## src/rtl/farmroad_sig_pkg.sv

```systemverilog
package farmroad_sig_pkg;

    typedef enum logic [1:0] {
        PH_HWY_GO    = 2'd0,
        PH_HWY_WARN  = 2'd1,
        PH_FARM_GO   = 2'd2,
        PH_FARM_WARN = 2'd3
    } phase_e;

    typedef struct packed {
        logic go;
        logic warn;
        logic stop;
    } lamp_set_t;

    typedef struct packed {
        lamp_set_t hwy;
        lamp_set_t farm;
    } lamp_pair_t;

endpackage

```

## src/rtl/phase_interval_timer.sv

```systemverilog
module phase_interval_timer #(
    parameter int SHORT_CYCLES = 4,
    parameter int LONG_CYCLES  = 12,
    parameter int CNT_W        = $clog2(LONG_CYCLES + 1)
) (
    input  logic             clk,
    input  logic             rst,
    input  logic             restart,
    output logic             short_done,
    output logic             long_done,
    output logic [CNT_W-1:0] elapsed
);

    localparam logic [CNT_W-1:0] SHORT_C = CNT_W'(SHORT_CYCLES);
    localparam logic [CNT_W-1:0] LONG_C  = CNT_W'(LONG_CYCLES);

    typedef struct packed {
        logic [CNT_W-1:0] count;
    } tmr_state_t;

    tmr_state_t tmr_d, tmr_q;

    always_comb begin
        tmr_d = tmr_q;
        if (restart) begin
            tmr_d.count = '0;
        end else if (tmr_q.count < LONG_C) begin
            tmr_d.count = tmr_q.count + 1'b1;
        end
    end

    always_ff @(posedge clk) begin
        if (rst) begin
            tmr_q <= '0;
        end else begin
            tmr_q <= tmr_d;
        end
    end

    assign short_done = (tmr_q.count >= SHORT_C);
    assign long_done  = (tmr_q.count >= LONG_C);
    assign elapsed    = tmr_q.count;

endmodule

```

## src/rtl/light_phase_seq.sv

```systemverilog
module light_phase_seq
    import farmroad_sig_pkg::*;
(
    input  logic   clk,
    input  logic   rst,
    input  logic   car_present,
    input  logic   short_done,
    input  logic   long_done,
    output phase_e phase,
    output logic   phase_restart
);

    typedef struct packed {
        phase_e phase;
    } seq_state_t;

    seq_state_t seq_d, seq_q;

    always_comb begin
        seq_d         = seq_q;
        phase_restart = 1'b0;
        case (seq_q.phase)
            PH_HWY_GO: begin
                if (long_done && car_present) begin
                    seq_d.phase   = PH_HWY_WARN;
                    phase_restart = 1'b1;
                end
            end
            PH_HWY_WARN: begin
                if (short_done) begin
                    seq_d.phase   = PH_FARM_GO;
                    phase_restart = 1'b1;
                end
            end
            PH_FARM_GO: begin
                if (long_done || !car_present) begin
                    seq_d.phase   = PH_FARM_WARN;
                    phase_restart = 1'b1;
                end
            end
            PH_FARM_WARN: begin
                if (short_done) begin
                    seq_d.phase   = PH_HWY_GO;
                    phase_restart = 1'b1;
                end
            end
            default: begin
                seq_d.phase   = PH_HWY_GO;
                phase_restart = 1'b1;
            end
        endcase
    end

    always_ff @(posedge clk) begin
        if (rst) begin
            seq_q.phase <= PH_HWY_GO;
        end else begin
            seq_q <= seq_d;
        end
    end

    assign phase = seq_q.phase;

endmodule

```

## src/rtl/lamp_decode.sv

```systemverilog
module lamp_decode
    import farmroad_sig_pkg::*;
(
    input  phase_e     phase,
    output lamp_pair_t lamps
);

    always_comb begin
        lamps = '0;
        case (phase)
            PH_HWY_GO: begin
                lamps.hwy.go    = 1'b1;
                lamps.farm.stop = 1'b1;
            end
            PH_HWY_WARN: begin
                lamps.hwy.warn  = 1'b1;
                lamps.farm.stop = 1'b1;
            end
            PH_FARM_GO: begin
                lamps.hwy.stop  = 1'b1;
                lamps.farm.go   = 1'b1;
            end
            default: begin
                lamps.hwy.stop  = 1'b1;
                lamps.farm.warn = 1'b1;
            end
        endcase
    end

endmodule

```

## src/rtl/farmroad_signal_ctrl.sv

```systemverilog
module farmroad_signal_ctrl
    import farmroad_sig_pkg::*;
#(
    parameter int SHORT_CYCLES = 4,
    parameter int LONG_CYCLES  = 12
) (
    input  logic clk,
    input  logic rst,
    input  logic car_present,
    output logic hwy_green,
    output logic hwy_yellow,
    output logic hwy_red,
    output logic farm_green,
    output logic farm_yellow,
    output logic farm_red,
    output logic timer_start
);

    localparam int CNT_W = $clog2(LONG_CYCLES + 1);

    logic             short_done;
    logic             long_done;
    logic [CNT_W-1:0] tmr_elapsed;
    phase_e           cur_phase;
    lamp_pair_t       lamps;

    phase_interval_timer #(
        .SHORT_CYCLES (SHORT_CYCLES),
        .LONG_CYCLES  (LONG_CYCLES),
        .CNT_W        (CNT_W)
    ) timer_i (
        .clk        (clk),
        .rst        (rst),
        .restart    (timer_start),
        .short_done (short_done),
        .long_done  (long_done),
        .elapsed    (tmr_elapsed)
    );

    light_phase_seq seq_i (
        .clk           (clk),
        .rst           (rst),
        .car_present   (car_present),
        .short_done    (short_done),
        .long_done     (long_done),
        .phase         (cur_phase),
        .phase_restart (timer_start)
    );

    lamp_decode dec_i (
        .phase (cur_phase),
        .lamps (lamps)
    );

    assign hwy_green   = lamps.hwy.go;
    assign hwy_yellow  = lamps.hwy.warn;
    assign hwy_red     = lamps.hwy.stop;
    assign farm_green  = lamps.farm.go;
    assign farm_yellow = lamps.farm.warn;
    assign farm_red    = lamps.farm.stop;

endmodule

```

## config.mk

```make
export PLATFORM = sky130hd
export DESIGN_NAME = farmroad_signal_ctrl
export DESIGN_NICKNAME = d
export VERILOG_FILES = /design/src/rtl/farmroad_sig_pkg.sv /design/src/rtl/phase_interval_timer.sv /design/src/rtl/light_phase_seq.sv /design/src/rtl/lamp_decode.sv /design/src/rtl/farmroad_signal_ctrl.sv
export SDC_FILE = /design/constraint.sdc
export NUM_CORES = 1
export LEC_CHECK = 0
export BUFFER_PORTS_ARGS = -buffer_cell sky130_fd_sc_hd__buf_2
export CAP_MARGIN = 20
export CORE_AREA = 8 8 45 47
export CTS_CLUSTER_DIAMETER = 50
export DETAILED_ROUTE_END_ITERATION = 6
export DIE_AREA = 0 0 53 55
export SYNTH_ARGS = -nofsm -noshare
export SYNTH_HDL_FRONTEND = slang
export SYNTH_SLANG_ARGS = --single-unit
```

## constraint.sdc

```tcl
create_clock -name clk -period 3.4 [get_ports clk]
set_input_delay 0.51 -clock clk [delete_from_list [all_inputs] [get_ports clk]]
set_output_delay 0.51 -clock clk [all_outputs]
set_load 0.1 [all_outputs]
```

==> impl_results.md, run 1 <==
* CP required at slightly below 3000 ps
* Max Fclk at ~0.39 GHz
* Crit path launch type: flop
* Fin crit period at 2590 ps
* Post-Synthesis Cell Area at 432 um^2
* Critical path, cell by cell: inv_1, ha_1, a211o_1, a221oi_2, o22ai_2, buf_2
* Hold_ws at 470 ps
* Vias in the first global route at between 300 and 400
* Synth unique cells at 24
* Utilization after layout at 36.8%
* Max VDD drop at about 0.13 mV
* Crit-path max cell delay at 370 ps
* Wirelength per Cell at 11.3 um
* Worst slew margin at between 60 and 70%
* CP top delay family: compound AO/OA/AOI/OAI gates
* Highest net fanout along the worst path at 6
* Crit. End Element: primary output
* Setup_tns at 0 ps
* Grt ovf at 0
* Antenna Violating Nets Remaining at 0
* Worst-skew pair later-pin latency at 250 ps
* Initial DRT Pass Iterations at 4
* Longest Clk Path Bufs at 2
* P&R area growth vs syn at 18.0%
* Fin cells at 78
* CORE AREA at 0.00138 mm^2
* Synth Instances at 52
* Buf/Inv on CP at 2
* Post-CTS Repair Setup Buffers at 0
* Worst R2R Start: seq_i.phase[0]$_SDFFE_PP0P_
* DR vias at 395
* Proportion of layout cells with a drive suffix above 1 at 29.0%
* CTS tree: done
* Yosys warns at 0
* Max-slew violation count at 0
* Status: finished clean
* Unrepaired setup endpoints after global routing: no
* Period utilization at 76.1%
* Hold Crit Start: rst
* Clock root cell: clkbuf_4
* Top cells by count, synth: nand2_1, nor2_1, dfxtp_1
* Crit. Startpoint: seq_i.phase[0]$_SDFFE_PP0P_
* PwrDens at 307 mW/mm^2
* Cell row count at 14
* Num CTS Buffers at 3
* WS Path Type: flop to primary output
* Lkg Pwr at 0.232 nW
* Slew @ Worst Pin at around 490 ps
* Flops & latches, synth at 6
* CTS hold repair buffers at 0
* Top cell type's share of synthesized area at 27.8%
* First-pass GRT wire length at 1500 um
* Syn_area_per_cell at between 8 and 9 um^2
* Seq/Total Area, Yosys at 27.8%
* Clock slew at reported path FFs at approximately 50 ps
* Largest cells by area after synthesis: dfxtp_1, ha_1, nand2_1
* H-tree levels at 1
* Drt drc at 0
* Post_cts resized at 0
* Die Area at 0.00292 mm^2
* Largest net degree at the start of global routing at 10
* Syn_nets at 60
* Max-cap viol count at 0
* Port Buf Inserts at 9
* Gpl congestion at 0.719
* CP max-delay cell: a221oi_2
* Count of clock tree sinks at 6
* Nets at 72
* Synth Flop Type: dfxtp_1
* Io pins at 10
* Total GRT Usage at 7.15%
* Clk_skew at roughly 0.48 ps
* Ys async rst share at 0%
* Initial antenna violation count at 0
* DR iter-0 viols at 5
* Antenna diodes at 0
* Dpl cells at 75
* Routed vias/inst at between 5 and 6
* Post-Route WL at a little under 900 um
* Initial core utilization at 31.2%
* Yosys top cell by area: dfxtp_1
* Chip Height at 55 um
* Worst hold path class: input port to flop
* Post-synth EDFFs at 0
* Die X at approximately 53 um
* CP arrival at 2080 ps
* HPWL after DPL at 693 um
* Setup violators final at 0
* Fin. Hold Viols at 0
## per-layer routing
metal  part of all wire (%)  GRT usage [%]  routed length (um)  up-vias
met5                      0              0                   0        -
li1                       -              -                   -      204
met1                     47           8.19                 419      177
met3                    6.1           2.14                  54        4
met4                    4.4           9.05                  39        0
met2                     42           9.38                 369       10
## power by group
| part | internal (mW) | switching [mW] |
|---|---|---|
| Combinational | 0.00498 | 0.00648 |
| Clock | 0.0400 | 0.0269 |
| Sequential | 0.0737 | 0.00410 |
| Total | 0.119 | 0.0375 |
## state kept, by name, summed over array words and instances, names as in the netlist
name and cells:
timer_i.elapsed 4, seq_i.phase 2
## path summary, 6_finish.rpt
path                            slack, ps  cells past startpoint                         endpoint
worst min register to register        500                      2  timer_i.elapsed[1]$_SDFFE_PP0N_
worst max-delay path                  810                      6                      timer_start
worst min-delay path                  470                      2  timer_i.elapsed[0]$_SDFFE_PP0N_
worst max register to register       1550                      6  timer_i.elapsed[2]$_SDFFE_PP0N_
## logic make-up (layout without fill, tap and decap cells)
group,after synthesis,in the layout,synth area share [%]
simple gates,19,19,19.4
fa+ha+maj,5,5,14.5
compound gates,14,14,27.8
flops,6,6,27.8
buf+inv,7,17,8.12
mux,1,1,2.32
## cell usage in the layout, fill, tap and decap left out, drive strengths merged
cell type / instances
nand3: 2
dfxtp: 6
a21oi: 3
nand2: 7
o22ai: 1
ha: 5
o221ai: 1
a31oi: 1
o31a: 1
or2: 1
nor2: 7
a211o: 1
mux2i: 1
buf: 9
a2111oi: 1
a221oi: 1
a211oi: 1
a21boi: 1
o21a: 1
inv: 5
o21bai: 1
clkbuf: 3
nor3: 2
## final cells by class
class / instances / area (um^2)
fillers: 151 / 875
multi-input cells: 39 / 283
flip-flops and latches: 6 / 120
repair buffers: 9 / 45.0
clock buffers: 3 / 22.5
well taps: 16 / 20.0
inverters: 5 / 18.8
## metrics by stage
stage	total power, mW	area (um^2)	setup slack [ps]
after global routing	0.166	509	722
final	0.156	509	812
after CTS	0.159	509	798
after detailed placement	0.0906	487	1070
after global placement	0.0900	487	1090
after floorplan	0.0871	438	402
No activity file was read; power rests on OpenSTA's default activity.
==> run 2, diff against run 1 <==
==> constraint.sdc (replaced) <==
create_clock -name clk -period 2.2 [get_ports clk]
set_input_delay 0.33 -clock clk [delete_from_list [all_inputs] [get_ports clk]]
set_output_delay 0.33 -clock clk [all_outputs]
set_load 0.1 [all_outputs]
==> impl_results.md, run 2 (same netlist as run 1, synthesis figures left out) <==
* Gpl congestion at 0.733 (was 0.719)
* Worst R2R Start: seq_i.phase[0]$_SDFFE_PP0P_ (unchanged)
* DR vias at 405 (was 395)
* Most common cell after layout, fill and taps aside: buf_2 (unchanged)
* Antenna diodes at 0 (unchanged)
* Longest Clk Path Bufs at 2 (unchanged)
* CTS tree: done (unchanged)
* First-pass GRT wire length at 1530 um (was 1500 um)
* Unrepaired setup endpoints after global routing: no (unchanged)
* Overall Power at 0.242 mW (was 0.156 mW)
* Die X at 53 um (unchanged)
* Crit. End Element: primary output (unchanged)
* CTS hold repair buffers at 0 (unchanged)
* Worst hold path class: input port to flop (unchanged)
* Register-to-Register Path Depth at 8 (was 6)
* Proportion of layout cells with a drive suffix above 1 at 44.6% (was 29.0%)
* Lkg Pwr at 0.242 nW (was 0.232 nW)
* Initial DRT Pass Iterations at 4 (unchanged)
* Hold Path Depth at 2 (unchanged)
* Max-cap viol count at 0 (unchanged)
* CP arrival at 1790 ps (was 2080 ps)
* R2r setup slk at 330 ps (was 1550 ps)
* Num CTS Buffers at 3 (unchanged)
* Status: finished clean (unchanged)
* Initial core utilization at 31.2% (unchanged)
* H-tree levels at 1 (unchanged)
* Max-slew violation count at 0 (unchanged)
* PwrDens at 391 mW/mm^2 (was 307 mW/mm^2)
* Period utilization at 96.2%
* Fin. Hold Viols at 0 (unchanged)
* Setup violators final at 0 (unchanged)
* Crit path launch type: flop (unchanged)
* WHS Endpoint: seq_i.phase[0]$_SDFFE_PP0P_ (was timer_i.elapsed[0]$_SDFFE_PP0N_)
* CP required at 1870 ps (was 2890 ps)
* Nets at 75 (was 72)
* Wirelength per Cell at 12.2 um (was 11.3 um)
* Antenna Violating Nets Remaining at 0 (unchanged)
* P&R area growth vs syn at 43.5% (was 18.0%)
* Endpoint of the worst register-to-register path: timer_i.elapsed[2]$_SDFFE_PP0N_ (unchanged)
* Fin cells at 81 (was 78)
* Io pins at 10 (unchanged)
* Placement Setup Slack at 108 ps (was 1070 ps)
* Fin crit period at 2120 ps
* HPWL after DPL at 726 um (was 693 um)
* Chip Height at 55 um (unchanged)
* Slew @ Worst Pin at 493 ps (was 489 ps)
* Clk_skew at 1.27 ps (was 0.485 ps)
* CORE AREA at 0.00138 mm^2 (unchanged)
* Max Fclk at between 0.4 and 0.5 GHz
* Port Buf Inserts at 9 (unchanged)
* Dpl cells at 77 (was 75)
* Routed vias/inst at 5.00 (was 5.06)
* Fillers at 149 (was 151)
* WS Path Type: flop to primary output (unchanged)
* Fin worst setup slack at 82.9 ps (was 812 ps)
* Most frequent cells in the layout: buf_2, nand2_1, nor2_1 (unchanged)
* Clock slew at reported path FFs at 50 ps (about the same)
* Largest register FFs at 4 (unchanged)
* Initial antenna violation count at 0 (unchanged)
* Drt drc at 0 (unchanged)
* DR iter-0 viols at 8 (was 5)
* Largest net degree at the start of global routing at 10 (unchanged)
* Worst-skew pair later-pin latency at 240 ps (was 250 ps)
* Vias in the first global route at 353 (was 351)
* Clock root cell: clkbuf_4 (unchanged)
* Setup_tns at 0 ps (unchanged)
* Post-Route WL at 989 um (was 883 um)
* Die Area at 0.00292 mm^2 (unchanged)
* Max VDD drop at 0.224 mV (was 0.132 mV)
* Grt ovf at 0 (unchanged)
* Total GRT Usage at 7.16% (was 7.15%)
* Worst slew margin at 67.3% (was 67.7%)
* Highest net fanout along the worst path at 6 (unchanged)
* Hold Crit Start: rst (unchanged)
* Count of clock tree sinks at 6 (unchanged)
* Cell row count at 14 (unchanged)
-- run 2: cell types whose count changed in the layout (fill, tap and decap cells not counted), sizes merged --
cell      delta
buf          +3
clkinvlp     +1
inv          -1
-- run 2: per-layer routing --
layer,GRT usage [%],vias up,routed length (um)
met1,8.52,180,475
met4,6.47,0,0
met5,0,-,0
met2,10.4,13,431
met3,1.87,0,81
li1,-,212,-
-- run 2: worst max-delay path, cell delays in order (launching register included) --
cell      delay (ps)
dfxtp_4          370
inv_2             70
ha_4             190
a211o_1          330
a221oi_4         290
o22ai_4          120
buf_12           180
-- run 2: stage by stage --
stage	area (um^2)	hold slack [ps]	utilization, %
final	619	290	44.8
after global routing	619	283	44.8
after CTS	594	285	42.9
after detailed placement	536	496	38.7
after global placement	536	486	38.7
after floorplan	472	403	-
-- run 2: repair_timing --
action / 4_1_cts / 5_1_grt
resized for setup: 6 / 6
setup buffers: 1 / 0
endpoints found under the setup margin: 1 / 1
pin swaps: 1 / 1
-- run 2: layout make-up --
class	count	area, um^2	share of cell area, %
multi-input cells	39	344	55.6
flip-flops and latches	6	128	20.6
repair buffers	12	82.6	13.3
clock buffers	3	22.5	3.64
inverters	5	22.5	3.64
well taps	16	20.0	3.23
-- run 2: where the power goes --
group / switching [mW] / total (mW) / internal (mW)
logic: 0.0137 / 0.0229 / 0.00917
clock network: 0.0418 / 0.104 / 0.0619
registers: 0.00412 / 0.116 / 0.111
-- run 2: worst max path at each step --
stage	end	slack [ps]	depth (start not counted)	from
6_report	timer_start	80	6	seq_i.phase[0]$_SDFFE_PP0P_
3_3_place_gp	timer_start	140	6	seq_i.phase[0]$_SDFFE_PP0P_
5_1_grt	timer_start	5	6	seq_i.phase[1]$_SDFFE_PP0P_
3_5_place_dp	timer_start	110	6	seq_i.phase[0]$_SDFFE_PP0P_
2_1_floorplan	hwy_red	-60	4	seq_i.phase[1]$_SDFFE_PP0P_
4_1_cts	timer_start	0.8	6	seq_i.phase[0]$_SDFFE_PP0P_
